File: src/rtl/fe_pkg.sv
`timescale 1ns/1ps
package fe_pkg;
  typedef enum logic [2:0] {
    OP_LOAD = 3'd0, OP_STORE = 3'd1, OP_RDFF = 3'd2, OP_RDFE = 3'd3,
    OP_WREF = 3'd4, OP_PURGE = 3'd5, OP_TAGSET = 3'd6
  } fe_op_e;

  typedef enum logic [1:0] {ST_OK = 2'd0, ST_RETRY = 2'd1, ST_TAG = 2'd2, ST_FWD = 2'd3} fe_st_e;

  typedef enum logic [1:0] {K_DONE = 2'd0, K_FWD = 2'd1, K_PARK = 2'd2} fe_kind_e;

  typedef enum logic [1:0] {S_IDLE = 2'd0, S_HOP = 2'd1, S_WAIT = 2'd2} fe_slot_e;

  typedef struct packed {
    logic poison;
    logic trap_fe;
    logic fwd;
    logic full;
  } fe_tag_t;
endpackage

File: src/rtl/fe_tag_store.sv
`timescale 1ns/1ps
module fe_tag_store
  import fe_pkg::*;
#(
  parameter int ADDR_W = 6,
  parameter int DATA_W = 32
) (
  input  logic              clk,
  input  logic              rst_n,
  input  logic [ADDR_W-1:0] rd_addr,
  output logic [DATA_W-1:0] rd_data,
  output fe_tag_t           rd_tag,
  input  logic              we,
  input  logic [ADDR_W-1:0] wr_addr,
  input  logic [DATA_W-1:0] wr_data,
  input  fe_tag_t           wr_tag
);
  localparam int DEPTH = 1 << ADDR_W;

  logic [DATA_W-1:0] data_q [DEPTH];
  fe_tag_t           tag_w  [DEPTH];

  // Data field carries no reset; only the state bits do.
  always_ff @(posedge clk) begin
    if (we) data_q[wr_addr] <= wr_data;
  end

  for (genvar g = 0; g < DEPTH; g++) begin : g_word
    fe_tag_t tq;
    logic    hit;
    assign hit = we && (wr_addr == ADDR_W'(g));
    always_ff @(posedge clk or negedge rst_n) begin
      if (!rst_n)   tq <= '0;
      else if (hit) tq <= wr_tag;
    end
    assign tag_w[g] = tq;
  end

  assign rd_data = data_q[rd_addr];
  assign rd_tag  = tag_w[rd_addr];
endmodule

File: src/rtl/fe_access_eval.sv
`timescale 1ns/1ps
module fe_access_eval
  import fe_pkg::*;
#(
  parameter int ADDR_W  = 6,
  parameter int DATA_W  = 32,
  parameter int RETRY_W = 10
) (
  input  fe_op_e             op,
  input  logic [DATA_W-1:0]  wdata,
  input  fe_tag_t            tag_in,
  input  logic [DATA_W-1:0]  rd_data,
  input  fe_tag_t            rd_tag,
  input  logic               hopped,
  input  logic [RETRY_W-1:0] cnt,
  output fe_kind_e           kind,
  output fe_st_e             status,
  output logic [DATA_W-1:0]  rsp_data,
  output logic               we,
  output logic [DATA_W-1:0]  wr_data,
  output fe_tag_t            wr_tag,
  output logic [ADDR_W-1:0]  fwd_addr
);
  logic sync_op;
  logic fail;

  assign sync_op  = (op == OP_RDFF) || (op == OP_RDFE) || (op == OP_WREF);
  assign fwd_addr = rd_data[ADDR_W-1:0];

  always_comb begin
    kind     = K_DONE;
    status   = ST_OK;
    rsp_data = '0;
    we       = 1'b0;
    wr_data  = rd_data;
    wr_tag   = rd_tag;
    fail     = 1'b0;
    if (op == OP_TAGSET) begin
      we       = 1'b1;
      wr_data  = wdata;
      wr_tag   = tag_in;
      rsp_data = rd_data;
    end else if (rd_tag.poison) begin
      status = ST_TAG;
    end else if (sync_op && rd_tag.trap_fe) begin
      status = ST_TAG;
    end else if (rd_tag.fwd) begin
      if (hopped) begin
        status   = ST_FWD;
        rsp_data = rd_data;
      end else begin
        kind = K_FWD;
      end
    end else begin
      case (op)
        OP_STORE: begin
          we      = 1'b1;
          wr_data = wdata;
        end
        OP_RDFF: begin
          if (rd_tag.full) rsp_data = rd_data;
          else             fail = 1'b1;
        end
        OP_RDFE: begin
          if (rd_tag.full) begin
            rsp_data    = rd_data;
            we          = 1'b1;
            wr_tag.full = 1'b0;
          end else begin
            fail = 1'b1;
          end
        end
        OP_WREF: begin
          if (!rd_tag.full) begin
            we          = 1'b1;
            wr_data     = wdata;
            wr_tag.full = 1'b1;
          end else begin
            fail = 1'b1;
          end
        end
        OP_PURGE: begin
          we          = 1'b1;
          wr_tag.full = 1'b0;
        end
        default: rsp_data = rd_data;
      endcase
      if (fail) begin
        if (cnt == {RETRY_W{1'b1}}) status = ST_RETRY;
        else                        kind   = K_PARK;
      end
    end
  end
endmodule

File: src/rtl/fe_wait_slot.sv
`timescale 1ns/1ps
module fe_wait_slot
  import fe_pkg::*;
#(
  parameter int ADDR_W    = 6,
  parameter int DATA_W    = 32,
  parameter int ID_W      = 4,
  parameter int RETRY_W   = 10,
  parameter int RETRY_GAP = 4
) (
  input  logic               clk,
  input  logic               rst_n,
  input  logic               att_valid,
  input  logic               att_from_slot,
  input  fe_kind_e           att_kind,
  input  fe_op_e             att_op,
  input  logic [ADDR_W-1:0]  att_addr,
  input  logic [ADDR_W-1:0]  fwd_addr,
  input  logic [DATA_W-1:0]  att_wdata,
  input  fe_tag_t            att_tag,
  input  logic [ID_W-1:0]    att_id,
  input  logic               att_hopped,
  input  logic [RETRY_W-1:0] att_cnt,
  output fe_slot_e           st,
  output logic               due,
  output fe_op_e             s_op,
  output logic [ADDR_W-1:0]  s_addr,
  output logic [DATA_W-1:0]  s_wdata,
  output fe_tag_t            s_tag,
  output logic [ID_W-1:0]    s_id,
  output logic               s_hopped,
  output logic [RETRY_W-1:0] s_cnt
);
  localparam int GAP_W = (RETRY_GAP > 1) ? $clog2(RETRY_GAP) : 1;
  localparam logic [GAP_W-1:0] GAP_RELOAD = GAP_W'(RETRY_GAP - 1);

  fe_slot_e          st_q, st_d;
  logic [GAP_W-1:0]  gap_q, gap_d;
  logic              cap;
  logic [ADDR_W-1:0] addr_d;
  logic              hop_d;
  logic [RETRY_W-1:0] cnt_d;

  always_comb begin
    st_d  = st_q;
    gap_d = gap_q;
    cap   = 1'b0;
    if (att_valid && (att_from_slot || att_kind != K_DONE)) begin
      cap = (att_kind != K_DONE);
      case (att_kind)
        K_FWD:   st_d = S_HOP;
        K_PARK: begin
          st_d  = S_WAIT;
          gap_d = GAP_RELOAD;
        end
        default: st_d = S_IDLE;
      endcase
    end else if (st_q == S_WAIT && gap_q != '0) begin
      gap_d = gap_q - 1'b1;
    end
    addr_d = (att_kind == K_FWD) ? fwd_addr : att_addr;
    hop_d  = att_hopped || (att_kind == K_FWD);
    cnt_d  = (att_kind == K_PARK) ? att_cnt + 1'b1 : att_cnt;
  end

  always_ff @(posedge clk or negedge rst_n) begin
    if (!rst_n) begin
      st_q  <= S_IDLE;
      gap_q <= '0;
    end else begin
      st_q  <= st_d;
      gap_q <= gap_d;
    end
  end

  always_ff @(posedge clk) begin
    if (cap) begin
      s_op     <= att_op;
      s_addr   <= addr_d;
      s_wdata  <= att_wdata;
      s_tag    <= att_tag;
      s_id     <= att_id;
      s_hopped <= hop_d;
      s_cnt    <= cnt_d;
    end
  end

  assign st  = st_q;
  assign due = (gap_q == '0);
endmodule

File: src/rtl/fe_sync_mem_ctrl.sv
`timescale 1ns/1ps
module fe_sync_mem_ctrl
  import fe_pkg::*;
#(
  parameter int ADDR_W    = 6,
  parameter int DATA_W    = 32,
  parameter int ID_W      = 4,
  parameter int RETRY_W   = 10,
  parameter int RETRY_GAP = 4
) (
  input  logic              clk,
  input  logic              rst_n,
  input  logic              req_valid,
  output logic              req_ready,
  input  logic [2:0]        req_op,
  input  logic [ADDR_W-1:0] req_addr,
  input  logic [DATA_W-1:0] req_wdata,
  input  logic [3:0]        req_tag,
  input  logic [ID_W-1:0]   req_id,
  output logic              rsp_valid,
  output logic [ID_W-1:0]   rsp_id,
  output logic [1:0]        rsp_status,
  output logic [DATA_W-1:0] rsp_data
);
  fe_slot_e           slot_st;
  logic [1:0]         slot_state;
  logic               slot_due;
  fe_op_e             s_op;
  logic [ADDR_W-1:0]  s_addr;
  logic [DATA_W-1:0]  s_wdata;
  fe_tag_t            s_tag;
  logic [ID_W-1:0]    s_id;
  logic               s_hopped;
  logic [RETRY_W-1:0] s_cnt;

  logic               use_slot;
  fe_op_e             att_op;
  logic [ADDR_W-1:0]  att_addr;
  logic [DATA_W-1:0]  att_wdata;
  fe_tag_t            att_tag;
  logic [ID_W-1:0]    att_id;
  logic               att_hopped;
  logic [RETRY_W-1:0] att_cnt;
  logic               att_valid;

  logic [DATA_W-1:0]  rd_data;
  fe_tag_t            rd_tag;
  fe_kind_e           ev_kind;
  fe_st_e             ev_status;
  logic [DATA_W-1:0]  ev_data;
  logic               ev_we;
  logic [DATA_W-1:0]  ev_wr_data;
  fe_tag_t            ev_wr_tag;
  logic [ADDR_W-1:0]  ev_fwd_addr;
  logic               rsp_done;

  logic               rsp_valid_q;
  logic [ID_W-1:0]    rsp_id_q;
  fe_st_e             rsp_st_q;
  logic [DATA_W-1:0]  rsp_data_q;

  assign slot_state = slot_st;
  // The slot takes the engine when it holds a hop or a due retry.
  assign use_slot = (slot_state == S_HOP) || (slot_state == S_WAIT && slot_due);

  always_comb begin
    if (use_slot) begin
      att_op     = s_op;
      att_addr   = s_addr;
      att_wdata  = s_wdata;
      att_tag    = s_tag;
      att_id     = s_id;
      att_hopped = s_hopped;
      att_cnt    = s_cnt;
    end else begin
      att_op     = fe_op_e'(req_op);
      att_addr   = req_addr;
      att_wdata  = req_wdata;
      att_tag    = fe_tag_t'(req_tag);
      att_id     = req_id;
      att_hopped = 1'b0;
      att_cnt    = '0;
    end
  end

  // An outside request that would need the slot waits while it is taken.
  assign req_ready = !use_slot && !(slot_state != S_IDLE && ev_kind != K_DONE);
  assign att_valid = use_slot || (req_valid && req_ready);
  assign rsp_done  = att_valid && (ev_kind == K_DONE);

  fe_tag_store #(.ADDR_W(ADDR_W), .DATA_W(DATA_W)) u_store (
    .clk     (clk),
    .rst_n   (rst_n),
    .rd_addr (att_addr),
    .rd_data (rd_data),
    .rd_tag  (rd_tag),
    .we      (ev_we && att_valid),
    .wr_addr (att_addr),
    .wr_data (ev_wr_data),
    .wr_tag  (ev_wr_tag)
  );

  fe_access_eval #(.ADDR_W(ADDR_W), .DATA_W(DATA_W), .RETRY_W(RETRY_W)) u_eval (
    .op       (att_op),
    .wdata    (att_wdata),
    .tag_in   (att_tag),
    .rd_data  (rd_data),
    .rd_tag   (rd_tag),
    .hopped   (att_hopped),
    .cnt      (att_cnt),
    .kind     (ev_kind),
    .status   (ev_status),
    .rsp_data (ev_data),
    .we       (ev_we),
    .wr_data  (ev_wr_data),
    .wr_tag   (ev_wr_tag),
    .fwd_addr (ev_fwd_addr)
  );

  fe_wait_slot #(
    .ADDR_W(ADDR_W), .DATA_W(DATA_W), .ID_W(ID_W),
    .RETRY_W(RETRY_W), .RETRY_GAP(RETRY_GAP)
  ) u_slot (
    .clk           (clk),
    .rst_n         (rst_n),
    .att_valid     (att_valid),
    .att_from_slot (use_slot),
    .att_kind      (ev_kind),
    .att_op        (att_op),
    .att_addr      (att_addr),
    .fwd_addr      (ev_fwd_addr),
    .att_wdata     (att_wdata),
    .att_tag       (att_tag),
    .att_id        (att_id),
    .att_hopped    (att_hopped),
    .att_cnt       (att_cnt),
    .st            (slot_st),
    .due           (slot_due),
    .s_op          (s_op),
    .s_addr        (s_addr),
    .s_wdata       (s_wdata),
    .s_tag         (s_tag),
    .s_id          (s_id),
    .s_hopped      (s_hopped),
    .s_cnt         (s_cnt)
  );

  always_ff @(posedge clk or negedge rst_n) begin
    if (!rst_n) rsp_valid_q <= 1'b0;
    else        rsp_valid_q <= rsp_done;
  end

  always_ff @(posedge clk) begin
    if (rsp_done) begin
      rsp_id_q   <= att_id;
      rsp_st_q   <= ev_status;
      rsp_data_q <= ev_data;
    end
  end

  assign rsp_valid  = rsp_valid_q;
  assign rsp_id     = rsp_id_q;
  assign rsp_status = rsp_st_q;
  assign rsp_data   = rsp_data_q;
endmodule

File: config.mk
export PLATFORM = sky130hd
export DESIGN_NAME = fe_sync_mem_ctrl
export DESIGN_NICKNAME = d
export VERILOG_FILES = /design/src/rtl/fe_pkg.sv /design/src/rtl/fe_tag_store.sv /design/src/rtl/fe_access_eval.sv /design/src/rtl/fe_wait_slot.sv /design/src/rtl/fe_sync_mem_ctrl.sv
export SDC_FILE = /design/constraint.sdc
export NUM_CORES = 2
export LEC_CHECK = 0
export ABC_AREA = 1
export BUFFER_PORTS_ARGS = -buffer_cell sky130_fd_sc_hd__buf_2
export CORE_UTILIZATION = 55
export DETAILED_ROUTE_END_ITERATION = 16
export PLACE_DENSITY = 0.74
export SYNTH_ARGS = -nofsm -noshare
export SYNTH_HDL_FRONTEND = slang
export SYNTH_SLANG_ARGS = --single-unit
File: constraint.sdc
create_clock -name clk -period 6.05 [get_ports clk]
set_input_delay 0.605 -clock clk [delete_from_list [all_inputs] [get_ports clk]]
set_output_delay 0.605 -clock clk [all_outputs]
set_load 0.01 [all_outputs]
==> reports/qor.yml <==
synth:
  synth_flop_cell: "edfxtp_1"
  synth.largest_area_cell: "edfxtp_1"
  synth_cell_types: 45
  synth.most_common_cell: "edfxtp_1"
  synth_area_um2: 97600
  synth-edff-count: 2146
  seq_area_frac_synth_pct: 72.8
  yosys_register_bits: 2407
  yosys_warnings: 0
  yosysTopAreaCellShare_pct: 66.1
  synth-async-reset-ratio_pct: 10.8
  syn_inst: 7840
  avgSynthCellArea_um2: 12.4
  syn-num-nets: 7894
  ys_top_cells_by_count: "2146 x edfxtp_1, 2131 x nand2_1, 768 x a22oi_1"
  yosys-top-cells-area: "edfxtp_1 66%, nand2_1 8.2%, dfrtp_1 6.7%"
run:
  drv_cap: 0
floorplan:
  die_area_um2: 179000
  row_count: 154
  initial_core_util_pct: 55.4
  die_y_um: 423
  pin_count: 92
  dieWidth_um: 423
  core-area_um2: 176000
cells_and_area:
  final-instance-count-excl-fill: 10500
  fillCellCount: 12700
  fin_nets: 7985
  synthToLayoutAreaGrowth_pct: 13.1
  drive_gt1_share_pct: 10.9
critical_path:
  r2r_cells: 27
  crit_top_cell: "nand2_1"
  path_buf_inv: 6
  cp-start-kind: "register"
  worstPathMaxFanout: 70
  worst_path_max_delay_cell: "nand3_1"
  crit_path_end_kind: "register"
  setup.worst_path.class: "register to register"
  path_delay_family: "simple AND/OR/NAND/NOR gates"
  crit_cells: 27
  crit_required_ns: 6.56
  arrival_ns: 6.36
  cp_slowest_stage_delay_ns: 0.44
hold_path:
  hold_depth: 3
  hold_path.class: "primary input to register"
timing:
  max-slew-margin-rel_pct: 17.9
  finClkSkew_ns: 0.0376
  finalSetupViolCount: 0
  fin_crit_ns: 5.85
  finalCritPeriodShare_pct: 96.6
  finalHoldViolations: 0
  worstMarginPinSlew_ns: 1.23
  rsz0062_at_grt: "yes"
  max_freq_mhz: 171
  slew_violations: 0
  tns_ns: 0
detailed_routing:
  detail-route-antenna-nets: 0
  dr.max_layer_used: "met5"
  detail_route.wirelength_mm: 304
  wl_met1_mm: 107
  vias_per_cell: 6.57
  wl_met2_mm: 137
  met3WireLength_mm: 40.0
  firstDrtPassIters: 8
  drtIter0Drc: 11600
  drc: 0
  num_vias: 68700
  drt-wirelength-per-cell_um: 29.0
clock_tree:
  clock_latency_ns: 0.89
  cts-root-buf: "clkbuf_16"
  cts_sinks: 2407
  cts_buffer_depth: 3
  clk_pin_slew_ns: 0.07
  cts_tree: "built"
  htreeDepth: 4
  cts_buffers: 223
place:
  dpl.hpwl_mm: 167
  io_buffers: 91
  dpl.cell_count: 10000
  routabilityCongestion: 0.953
grt:
  grt_pass1_vias: 65600
  grt_max_degree: 171
  grt_pass1_wl_mm: 437
  overflow: 0
  track_usage_pct: 33.3
  antenna_found_initial: 10
status:
  status: "complete, no violations"
-- tightest hold or removal path, cell delays in order --
cell     delay [ns]
buf_2          0.08
nand2_1        0.04
nand2_1        0.07
-- state kept, by name (all words and copies together), names as in the netlist --
register	cells
u_store.data_q	2048
u_store.g_word.tq	256
rsp_data	32
u_slot.s_wdata	32
u_slot.s_cnt	10
u_slot.s_addr	6
rsp_id	4
u_slot.s_id	4
u_slot.s_tag	4
u_slot.s_op	3
rsp_status	2
u_slot.gap_q	2
u_slot.st	2
rsp_valid	1
u_slot.s_hopped	1
-- placed cells by master (no fill, tap or decap), drive strengths merged --
cell type	synthesis	final
a21boi	17	17
a21oi	108	108
a22o	2	2
a22oi	768	768
a31oi	11	11
and2	4	4
buf	241	383
bufinv	0	16
clkbuf	280	277
clkinv	1	120
clkinvlp	0	10
dfrtp	261	261
diode	0	3
dlygate4sd3	0	1
edfxtp	2146	2146
ha	2	2
inv	266	256
nand2	2143	2143
nand3	147	147
nand3b	9	9
nand4	300	300
nor2	421	422
nor3	226	226
nor4	14	14
o211ai	4	4
o21ai	173	174
o221ai	20	20
o22ai	125	125
o31ai	108	108
or2	34	34
xnor2	5	5
xor2	4	4
-- area by class of cell --
cell class / count / area, um2 / area share [%]
Clock buffer: 276 / 5860 / 5.31
Tap cell: 2340 / 2930 / 2.65
Timing Repair Buffer: 385 / 4180 / 3.79
Inverter: 267 / 1010 / 0.915
Clock inverter: 135 / 1250 / 1.13
Sequential cell: 2407 / 71000 / 64.3
Antenna cell: 3 / 7.51 / 0.00681
Multi-Input combinational cell: 4647 / 24100 / 21.9
-- through the flow --
| stage | setup WS, ns | utilization [%] | hold slack [ns] | instance area [um2] |
|---|---|---|---|---|
| floorplan | 0.575 | - | 0.309 | 97600 |
| finish | 0.203 | 62.6 | 0.0458 | 110000 |
| global placement | 0.0877 | 58.5 | 0.451 | 103000 |
| detailed placement | 0.0657 | 58.5 | 0.455 | 103000 |
| global route | -0.0184 | 62.6 | 0.0275 | 110000 |
| CTS | 0.0540 | 62.6 | 0.00771 | 110000 |
-- metal layers --
layer	vias up	track usage, %
met5	-	0
met4	10	19.4
met3	917	7.48
met2	5344	50.6
met1	33600	44.3
li1	28900	-
-- repair_timing --
| action | in CTS | in global routing |
|---|---|---|
| setup buffers | 0 | 2 |
| gates cloned | 0 | 3 |
| endpoints found under the hold margin | 92 | 0 |
| setup endpoints to repair | 1 | 2137 |
| pin swaps | 0 | 3 |
| hold buffers | 1 | 0 |
| resized for setup | 1 | 13 |
-- final timing paths --
| path | start | end | slack (ns) |
|---|---|---|---|
| max in group asynchronous | rst_n | u_store.g_word[50].tq[1] | 4.25 |
| min in group asynchronous | rst_n | u_store.g_word[27].tq[1] | 0.36 |
| min reg2reg | u_store.g_word[34].tq[1] | u_store.g_word[34].tq[1] | 0.47 |
| max reg2reg | u_slot.gap_q[0] | u_store.data_q[10][7] | 0.20 |
| min | req_tag[3] | u_slot.s_tag[3] | 0.05 |
| max | u_slot.gap_q[0] | u_store.data_q[10][7] | 0.20 |
-- cell families (layout without fill, tap and decap cells) --
| kind of cell | count (synthesis) | count (layout) | share of synthesized area (%) |
|---|---|---|---|
| other cells | 0 | 3 | 0 |
| xor+xnor | 9 | 9 | 0.0808 |
| flops | 2407 | 2407 | 72.8 |
| fa+ha+maj | 2 | 2 | 0.0256 |
| simple gates | 3298 | 3299 | 14.4 |
| buf+inv | 788 | 1063 | 3.33 |
| compound gates | 1336 | 1337 | 9.46 |
Power is left out: the tool's default activity adds up to more than one toggle a clock period on the data nets, which glitch-free logic cannot reach.
